[src/rtl/clamp_pkg.sv]
package clamp_pkg;

   typedef struct packed {
      logic hs_in_pol;
      logic coast_pol;
      logic clamp_src;
      logic clamp_pol;
      logic hs_out_pol;
      logic vs_out_inv;
   } clamp_flags_t;

   localparam clamp_flags_t FLAGS_RST = '{
      hs_in_pol:  1'b1,
      coast_pol:  1'b1,
      clamp_src:  1'b0,
      clamp_pol:  1'b1,
      hs_out_pol: 1'b1,
      vs_out_inv: 1'b1
   };

   typedef enum logic [1:0] {
      TMR_IDLE = 2'd0,
      TMR_WAIT = 2'd1,
      TMR_HOLD = 2'd2
   } tmr_state_t;

endpackage

[src/rtl/clamp_sync.sv]
module clamp_sync #(
   parameter int WIDTH  = 4,
   parameter int STAGES = 2
) (
   input  logic             clk,
   input  logic             rst_n,
   input  logic [WIDTH-1:0] d,
   output logic [WIDTH-1:0] q
);
   generate
      if (STAGES < 2) begin : g_bad
         $error("clamp_sync: STAGES must be at least 2");
      end
   endgenerate

   logic [WIDTH-1:0] stg [STAGES];

   genvar s;
   generate
      for (s = 0; s < STAGES; s++) begin : g_stage
         if (s == 0) begin : g_first
            always_ff @(posedge clk) begin
               if (!rst_n) stg[0] <= '0;
               else        stg[0] <= d;
            end
         end else begin : g_next
            always_ff @(posedge clk) begin
               if (!rst_n) stg[s] <= '0;
               else        stg[s] <= stg[s-1];
            end
         end
      end
   endgenerate

   assign q = stg[STAGES-1];
endmodule

[src/rtl/clamp_lead_det.sv]
module clamp_lead_det (
   input  logic clk,
   input  logic rst_n,
   input  logic lvl,
   input  logic act_high,
   input  logic mask,
   output logic act,
   output logic lead
);
   logic act_q;

   assign act = lvl ~^ act_high;

   always_ff @(posedge clk) begin
      if (!rst_n) act_q <= 1'b0;
      else        act_q <= act;
   end

   assign lead = act & ~act_q & ~mask;
endmodule

[src/rtl/clamp_timer.sv]
module clamp_timer
   import clamp_pkg::*;
#(
   parameter int CNT_W = 8
) (
   input  logic             clk,
   input  logic             rst_n,
   input  logic             start,
   input  logic [CNT_W-1:0] place,
   input  logic [CNT_W-1:0] dur,
   output logic             clamp,
   output logic             busy
);
   generate
      if (CNT_W < 1) begin : g_bad
         $error("clamp_timer: CNT_W must be positive");
      end
   endgenerate

   tmr_state_t       st;
   logic [CNT_W-1:0] cnt;
   logic [CNT_W-1:0] dur_q;

   always_ff @(posedge clk) begin
      if (!rst_n) begin
         st    <= TMR_IDLE;
         cnt   <= '0;
         dur_q <= '0;
         clamp <= 1'b0;
      end else if (start) begin
         dur_q <= dur;
         if (dur == '0) begin
            st    <= TMR_IDLE;
            cnt   <= '0;
            clamp <= 1'b0;
         end else if (place == '0) begin
            st    <= TMR_HOLD;
            cnt   <= dur - 1'b1;
            clamp <= 1'b1;
         end else begin
            st    <= TMR_WAIT;
            cnt   <= place - 1'b1;
            clamp <= 1'b0;
         end
      end else begin
         unique case (st)
            TMR_WAIT: begin
               if (cnt == '0) begin
                  st    <= TMR_HOLD;
                  cnt   <= dur_q - 1'b1;
                  clamp <= 1'b1;
               end else begin
                  cnt <= cnt - 1'b1;
               end
            end
            TMR_HOLD: begin
               if (cnt == '0) begin
                  st    <= TMR_IDLE;
                  clamp <= 1'b0;
               end else begin
                  cnt <= cnt - 1'b1;
               end
            end
            default: begin
               st    <= TMR_IDLE;
               clamp <= 1'b0;
            end
         endcase
      end
   end

   assign busy = (st != TMR_IDLE);
endmodule

[src/rtl/clamp_pulse_gen.sv]
module clamp_pulse_gen
   import clamp_pkg::*;
#(
   parameter int CNT_W       = 8,
   parameter int SYNC_STAGES = 2
) (
   input  logic             clk,
   input  logic             rst_n,
   input  logic             hsync_in,
   input  logic             vsync_in,
   input  logic             coast_in,
   input  logic             ext_clamp_in,
   input  logic             cfg_hs_in_pol,
   input  logic             cfg_coast_pol,
   input  logic             cfg_clamp_src,
   input  logic             cfg_clamp_pol,
   input  logic             cfg_hs_out_pol,
   input  logic             cfg_vs_out_inv,
   input  logic [CNT_W-1:0] cfg_place,
   input  logic [CNT_W-1:0] cfg_dur,
   output logic             hsync_out,
   output logic             vsync_out,
   output logic             clamp_out
);
   localparam int NSIG = 4;

   clamp_flags_t     flags_q;
   logic [CNT_W-1:0] place_q;
   logic [CNT_W-1:0] dur_q;

   always_ff @(posedge clk) begin
      if (!rst_n) begin
         flags_q <= FLAGS_RST;
         place_q <= '0;
         dur_q   <= '0;
      end else begin
         flags_q <= '{
            hs_in_pol:  cfg_hs_in_pol,
            coast_pol:  cfg_coast_pol,
            clamp_src:  cfg_clamp_src,
            clamp_pol:  cfg_clamp_pol,
            hs_out_pol: cfg_hs_out_pol,
            vs_out_inv: cfg_vs_out_inv
         };
         place_q <= cfg_place;
         dur_q   <= cfg_dur;
      end
   end

   logic [NSIG-1:0] raw_vec, syn_vec;
   logic hs_s, vs_s, coast_s, ext_s;

   assign raw_vec = {hsync_in, vsync_in, coast_in, ext_clamp_in};

   clamp_sync #(.WIDTH(NSIG), .STAGES(SYNC_STAGES)) u_sync (
      .clk   (clk),
      .rst_n (rst_n),
      .d     (raw_vec),
      .q     (syn_vec)
   );

   assign {hs_s, vs_s, coast_s, ext_s} = syn_vec;

   logic coast_act;
   logic hs_act;
   logic lead_pulse;

   assign coast_act = coast_s ~^ flags_q.coast_pol;

   clamp_lead_det u_lead (
      .clk      (clk),
      .rst_n    (rst_n),
      .lvl      (hs_s),
      .act_high (flags_q.hs_in_pol),
      .mask     (coast_act),
      .act      (hs_act),
      .lead     (lead_pulse)
   );

   logic tmr_clamp;
   logic tmr_busy;

   clamp_timer #(.CNT_W(CNT_W)) u_timer (
      .clk   (clk),
      .rst_n (rst_n),
      .start (lead_pulse),
      .place (place_q),
      .dur   (dur_q),
      .clamp (tmr_clamp),
      .busy  (tmr_busy)
   );

   logic ext_clamp_act;
   assign ext_clamp_act = ext_s ^ flags_q.clamp_pol;

   assign clamp_out = flags_q.clamp_src ? ext_clamp_act : tmr_clamp;
   assign hsync_out = hs_act ~^ flags_q.hs_out_pol;
   assign vsync_out = vs_s ^ flags_q.vs_out_inv;
endmodule

[config.mk]
export PLATFORM = sky130hd
export DESIGN_NAME = clamp_pulse_gen
export DESIGN_NICKNAME = d
export VERILOG_FILES = /design/src/rtl/clamp_pkg.sv /design/src/rtl/clamp_sync.sv /design/src/rtl/clamp_lead_det.sv /design/src/rtl/clamp_timer.sv /design/src/rtl/clamp_pulse_gen.sv
export SDC_FILE = /design/constraint.sdc
export NUM_CORES = 1
export LEC_CHECK = 0
export ABC_AREA = 1
export BUFFER_PORTS_ARGS = -buffer_cell sky130_fd_sc_hd__buf_2
export CORE_MARGIN = 2
export CORE_UTILIZATION = 40
export DETAILED_ROUTE_END_ITERATION = 12
export GPL_ROUTABILITY_DRIVEN = 0
export SYNTH_ARGS = -nofsm -noshare
export SYNTH_HDL_FRONTEND = slang
export SYNTH_SLANG_ARGS = --single-unit
export TNS_END_PERCENT = 50
[constraint.sdc]
create_clock -name clk -period 1.7 [get_ports clk]
set_input_delay 0 -clock clk [delete_from_list [all_inputs] [get_ports clk]]
set_output_delay 0 -clock clk [all_outputs]
set_load 0.03 [all_outputs]
# Word-level counts from Yosys, hierarchy flattened
# Memory sizes are Yosys's and may differ from the RTL's.
# Index checks and enable logic that the tools add are counted.
# word_totals
ff_bits	42
ram_bits	8
in_bits	28
output_inout_bits	3
elab_cells	63
n_memories	1
# classes
n_addsub	4
n_eq_ne	5
n_mux	23
bitwise_logic	11
n_reduce_logical	6
# memory_table
memory	words	width	rd	rd_clocked_by_memory_dff	write_ports	line_no	source
u_sync.stg	2	4	2	0	2	clamp_sync.sv:16	logic [WIDTH-1:0] stg [STAGES];
# op_table
cell	count
8-bit two-way mux	5
8-bit by 1-bit subtractor with 8-bit output (second input constant)	4
8-bit zero test	3
8-bit case mux with 2 select lines	1
2-bit two-way mux	5
1-bit two-way mux	8
4-bit two-way mux	2
3-bit by 2-bit inequality test with 1-bit output (second input constant)	2
2-bit case mux with 2 select lines	1
2-bit AND reduction	2
3-bit inequality test (second input constant)	1
3-bit nonzero test	1
1-bit bitwise XNOR	3
1-bit bitwise AND	2
2-bit by 1-bit == test with 1-bit output (second input constant)	1
2-bit == test (second input constant)	1
1-bit inverter	2
1-bit OR	2
1-bit case mux with 2 select lines	1
1-bit bitwise XOR	2

# Depth between registers and ports, before layout
# depth
depth_word	5
mapped_depth	11
ltp_nobuf	11

# Cells and area by module
# Synthesis repeated with hierarchy kept, for this count alone.
# unflattened
cells_unflattened	340
hier_area_um2	2431.1
# by_module_without_submodules
module	n_inst	cells_each	area_per_inst_um2	seq_area_each_um2
clamp_timer	1	225	1460.2	360.3
clamp_pulse_gen	1	79	685.7	440.4
clamp_sync	1	25	225.2	160.2
clamp_lead_det	1	11	60.1	20.0

# Worst setup path before layout
# No wires, ideal clock.
# synth_timing
path_type	register to register
startpoint	reg u_timer.cnt[0]
endpoint	reg u_timer.cnt[0]
setup_ns	0.115
arrival_ns	1.416
t_required_ns	1.585
slack_ns	0.169
path_stages_with_launch	11
n_path_buf	1
period_less_slack_ns	1.531
path_cell_list	dfxtp_1 > inv_1 > ha_1 > nand3_1 > nor2_2 > nor2_1 > nor2_2 > inv_2 > buf_2 > o211ai_1 > inv_2
# synth_via
elab_chain_cells	4
elab_cells_between_ends	8
classes_between	add/sub: 1; eq/ne: 1; mux: 4; reduce/logical: 2
# synth_rtl
element	line_no	source
start: declaration	clamp_timer.sv:21	logic [CNT_W-1:0] cnt;
start signal: assignment	clamp_timer.sv:38	cnt <= dur - 1'b1;
start signal: assignment	clamp_timer.sv:42	cnt <= place - 1'b1;
start signal: assignment	clamp_timer.sv:50	cnt <= dur_q - 1'b1;
8-bit by 1-bit subtractor with 8-bit output or 8-bit zero test (tied branches)	n/a	
8-bit two-way mux, on equally long branches	clamp_timer.sv:57, clamp_timer.sv:48	
8-bit case mux with 2 select lines	clamp_timer.sv:46	unique case (st)
8-bit two-way mux	clamp_timer.sv:30	end else if (start) begin
# Several ways; a longest one is shown, not always the timed one. The select of a mux whose other input is x is not followed.
# A chain may end at the register's enable or synchronous reset.

# Worst setup path in the final report
# layout_timing
startpoint	reg place_q[1]
endpoint	reg u_timer.cnt[1]
# layout_via
elab_chain_cells	4
elab_cells_between_ends	5
classes_between	add/sub: 1; mux: 3; reduce/logical: 1
# layout_rtl
element	line_no	source
start: declaration	clamp_pulse_gen.sv:28	logic [CNT_W-1:0] place_q;
start signal: assignment	clamp_pulse_gen.sv:45	place_q <= cfg_place;
8-bit by 1-bit subtractor with 8-bit output or 8-bit zero test (tied branches)	clamp_timer.sv:42, clamp_timer.sv:36	
8-bit two-way mux (*)	clamp_timer.sv:36	end else if (place == '0) begin
8-bit two-way mux (*)	clamp_timer.sv:32	if (dur == '0) begin
8-bit two-way mux (*)	clamp_timer.sv:30	
# Every way passes the cells marked *; elsewhere a longest branch is shown, timed or not.

==> results.json <==
{
  "type_of_the_most_critical_hold_path": "in -> reg",
  "power.sequential.fraction": 0.411,
  "num_vias": 2115,
  "fp.dieH_um": 80.4,
  "ys_seq_elements": 49,
  "totalNegativeSetupSlack_ns": 0,
  "synth.avg_cell_area_um2": 7.23,
  "fin_hold_ws_ns": 0.0396,
  "p_leak_nw": 1.58,
  "viasPerCell": 4.51,
  "cpPeakStageDelay_ns": 0.34,
  "clock-sinks": 49,
  "cellInternalPower_w": 0.00216,
  "fin_crit_ns": 1.62,
  "nets": 428,
  "postRouteAntennaNets": 0,
  "highest_attainable_clock_frequency_mhz": 616,
  "initial_core_util": 0.419,
  "grt_use_total": 0.173,
  "synth_top_cell_area_share": 0.420,
  "routed_wirelength_um": 5220,
  "fin_util": 0.558,
  "max_slew_margin": 0.792,
  "critPathTopFamily": "simple AND/OR/NAND/NOR gates",
  "hpwlAfterDp_um": 3750,
  "worst_slew_pin_slew_ns": 0.309,
  "synth_top_area_cell": "sky130_fd_sc_hd__dfxtp_1",
  "post_synth_net_total": 355,
  "first_iter_violations": 97,
  "cell_chain_of_the_critical_path": "nor2_1 -> nand2_2 -> nor2_8 -> a21oi_4 -> ha_4 -> inv_1 -> a21oi_1 -> a21oi_1",
  "path_buf_inv": 1,
  "clk-insertion-delay-late_ns": 0.30,
  "cp.arrival_ns": 1.81,
  "power.combinational.fraction": 0.330,
  "power.total_w": 0.00322,
  "die-area_um2": 6470,
  "synth.yosys.seq_area_share": 0.420,
  "fp.dieW_um": 80.4,
  "grt_start_max_net_pins": 18,
  "placed_instance_area_um2": 2650,
  "outcome": "complete, no violations",
  "drc_errors": 0,
  "ioPinCount": 31,
  "path_class": "reg -> reg",
  "tritoncts": "done",
  "wire_per_inst_um": 11.1,
  "antenna_found_initial": 0,
  "finalCritPeriodShare": 0.954,
  "root_buffer": "sky130_fd_sc_hd__clkbuf_8",
  "grt_pass1_vias": 1950,
  "post_synth_inst_count": 323,
  "cts-root-to-sink-buffers": 2,
  "overflow": 0,
  "maxCapViolCount": 0,
  "synthToLayoutAreaGrowth_pct": 33.2,
  "fp-row-count": 27,
  "port-buffer-count": 30,
  "count_of_synthesis_stage_warnings_from_yosys": 0,
  "final-max-slew-violation-count": 0,
  "n_antenna_cell": 0,
  "share_of_power_burned_in_the_clock_network": 0.259,
  "timing_hold_violations_final": 0,
  "h-tree-depth": 2,
  "worst_ep_required_time_ns": 1.88,
  "total_switching_power_w": 0.00105,
  "num_cts_buffers": 5,
  "layout-drive-gt1-share": 0.244,
  "start_kind": "flip-flop",
  "clkSlewWorstSetupHoldPaths_ns": 0.10,
  "critical_path.most_common_cell": "sky130_fd_sc_hd__a21oi_1",
  "power.ir.vdd_worst_uv": 668,
  "dr.pass1.iters": 5,
  "slowest_stage": "sky130_fd_sc_hd__dfxtp_2",
  "postLayoutCellArea_um2": 3110,
  "grt_first_pass_wirelength_um": 8710,
  "cp_max_fo": 8,
  "synthDistinctLibCells": 30,
  "pd_cells_nw_per_um2": 1030,
  "cp-end-kind": "flip-flop",
  "netSwitchingFraction": 0.328,
  "worst_clock_skew_ns": 0.00865,
  "synth.cell_area_um2": 2340,
  "ranking_of_synthesized_cells_by_area": "sky130_fd_sc_hd__dfxtp_1 (42%), sky130_fd_sc_hd__nand2_1 (10%), sky130_fd_sc_hd__inv_1 (8.5%), sky130_fd_sc_hd__nor2_1 (4.3%), sky130_fd_sc_hd__a21oi_1 (4.3%)",
  "final-setup-viol-count": 0,
  "floorplan.core_area_um2": 5570
}
## worst min-delay path, stage by stage
cell	delay, ns
sky130_fd_sc_hd__buf_2	0.19
sky130_fd_sc_hd__nand2_1	0.08
sky130_fd_sc_hd__inv_1	0.03
## path summary, 6_finish.rpt
kind                               start                     endpoint  slack, ns  depth (start not counted)
max                place_q[1]$_SDFF_PN0_  u_timer.cnt[1]$_SDFFE_PN0P_       0.08                          8
min                                rst_n  u_sync.stg[0][2]$_SDFF_PN0_       0.04                          3
max reg2reg        place_q[1]$_SDFF_PN0_  u_timer.cnt[1]$_SDFFE_PN0P_       0.08                          8
min reg2reg  u_sync.stg[0][1]$_SDFF_PN0_  u_sync.stg[1][1]$_SDFF_PN0_       0.43                          2
## sequential cells by signal, summed over array words and instances, names as in the netlist
register / cells
u_timer.dur_q: 8
flags_q: 6
place_q: 8
dur_q: 8
u_timer.st: 2
u_lead.act_q: 1
u_timer.cnt: 8
u_sync.stg: 8
## cells by family (layout without fill, tap and decap cells)
| family | count (synthesis) | after routing | share of synthesized area |
|---|---|---|---|
| AOI/OAI and AO/OA | 57 | 57 | 0.134 |
| xor gates and xnor gates | 11 | 11 | 0.0445 |
| adders and majority gates | 4 | 4 | 0.0214 |
| buffers and inverters | 66 | 140 | 0.108 |
| DFF | 49 | 49 | 0.420 |
| and+or+nand+nor | 136 | 136 | 0.272 |
## layout make-up
cell class,count,area (um2)
multi-input combinational,208,1150
inverter,57,216
clock inverter,3,43.8
fill,538,2460
timing repair buffer,75,557
sequential,49,983
tap,72,90.1
clock buffer,5,68.8
## through the flow
stage / setup WS, ns / std cells
4_1_cts: 0.0151 / 465
3_3_place_gp: 0.0127 / 431
3_5_place_dp: -0.00506 / 431
6_report: 0.0774 / 469
2_1_floorplan: 0.169 / 323
5_1_grt: -0.00663 / 469
## cells in the mapped netlist, drive strengths merged
cell type,n
nand2,71
nor2,34
nand3,17
dfxtp,49
nand3b,1
clkbuf,5
xor2,5
a21oi,23
o21bai,2
nand4,3
or2,7
inv,57
nor4,1
o211ai,2
xnor2,6
ha,4
a31oi,4
nor3b,1
o21ai,25
buf,4
nor3,1
o31ai,1
## layer usage
metal	routed length (um)	GRT usage	part of all wire
met1	2480	0.218	0.48
met2	2570	0.301	0.49
met3	131	0.0315	0.025
met4	40	0.0508	0.0077
met5	0	0	0
## power groups by stage
stage          Combinational [W]  Sequential (W)  Clock (W)
3_3_place_gp            0.000960         0.00134          0
2_1_floorplan           0.000679         0.00134          0
6_report                 0.00106         0.00132   0.000832
3_5_place_dp            0.000963         0.00135          0
4_1_cts                  0.00102         0.00132   0.000864
5_1_grt                  0.00119         0.00134   0.000914
## layout by cell type, fill, tap and decap left out, types with 3 or more instances in the layout
cell,count
sky130_fd_sc_hd__inv_2,3
sky130_fd_sc_hd__dfxtp_1,47
sky130_fd_sc_hd__inv_1,53
sky130_fd_sc_hd__buf_2,30
sky130_fd_sc_hd__a31oi_1,4
sky130_fd_sc_hd__or2_2,7
sky130_fd_sc_hd__nor2_2,7
sky130_fd_sc_hd__clkbuf_8,5
sky130_fd_sc_hd__a21oi_1,18
sky130_fd_sc_hd__dlygate4sd3_1,26
sky130_fd_sc_hd__nand2_2,7
sky130_fd_sc_hd__nand4_1,3
sky130_fd_sc_hd__xor2_1,5
sky130_fd_sc_hd__nor2_1,25
sky130_fd_sc_hd__nand3_1,17
sky130_fd_sc_hd__o21ai_1,7
sky130_fd_sc_hd__buf_4,18
sky130_fd_sc_hd__nand2_1,62
sky130_fd_sc_hd__a21oi_2,3
sky130_fd_sc_hd__xnor2_1,5
sky130_fd_sc_hd__o21ai_0,18
## timing repair
item | CTS | global route
endpoints found under the setup margin | 1 | 8
setup buffers | 0 | 4
gates resized for setup | 1 | 14
hold endpoints to repair | 26 | 0
hold buffers | 26 | 0
pin swaps | 0 | 3
Power figures use the tool's default switching activity.
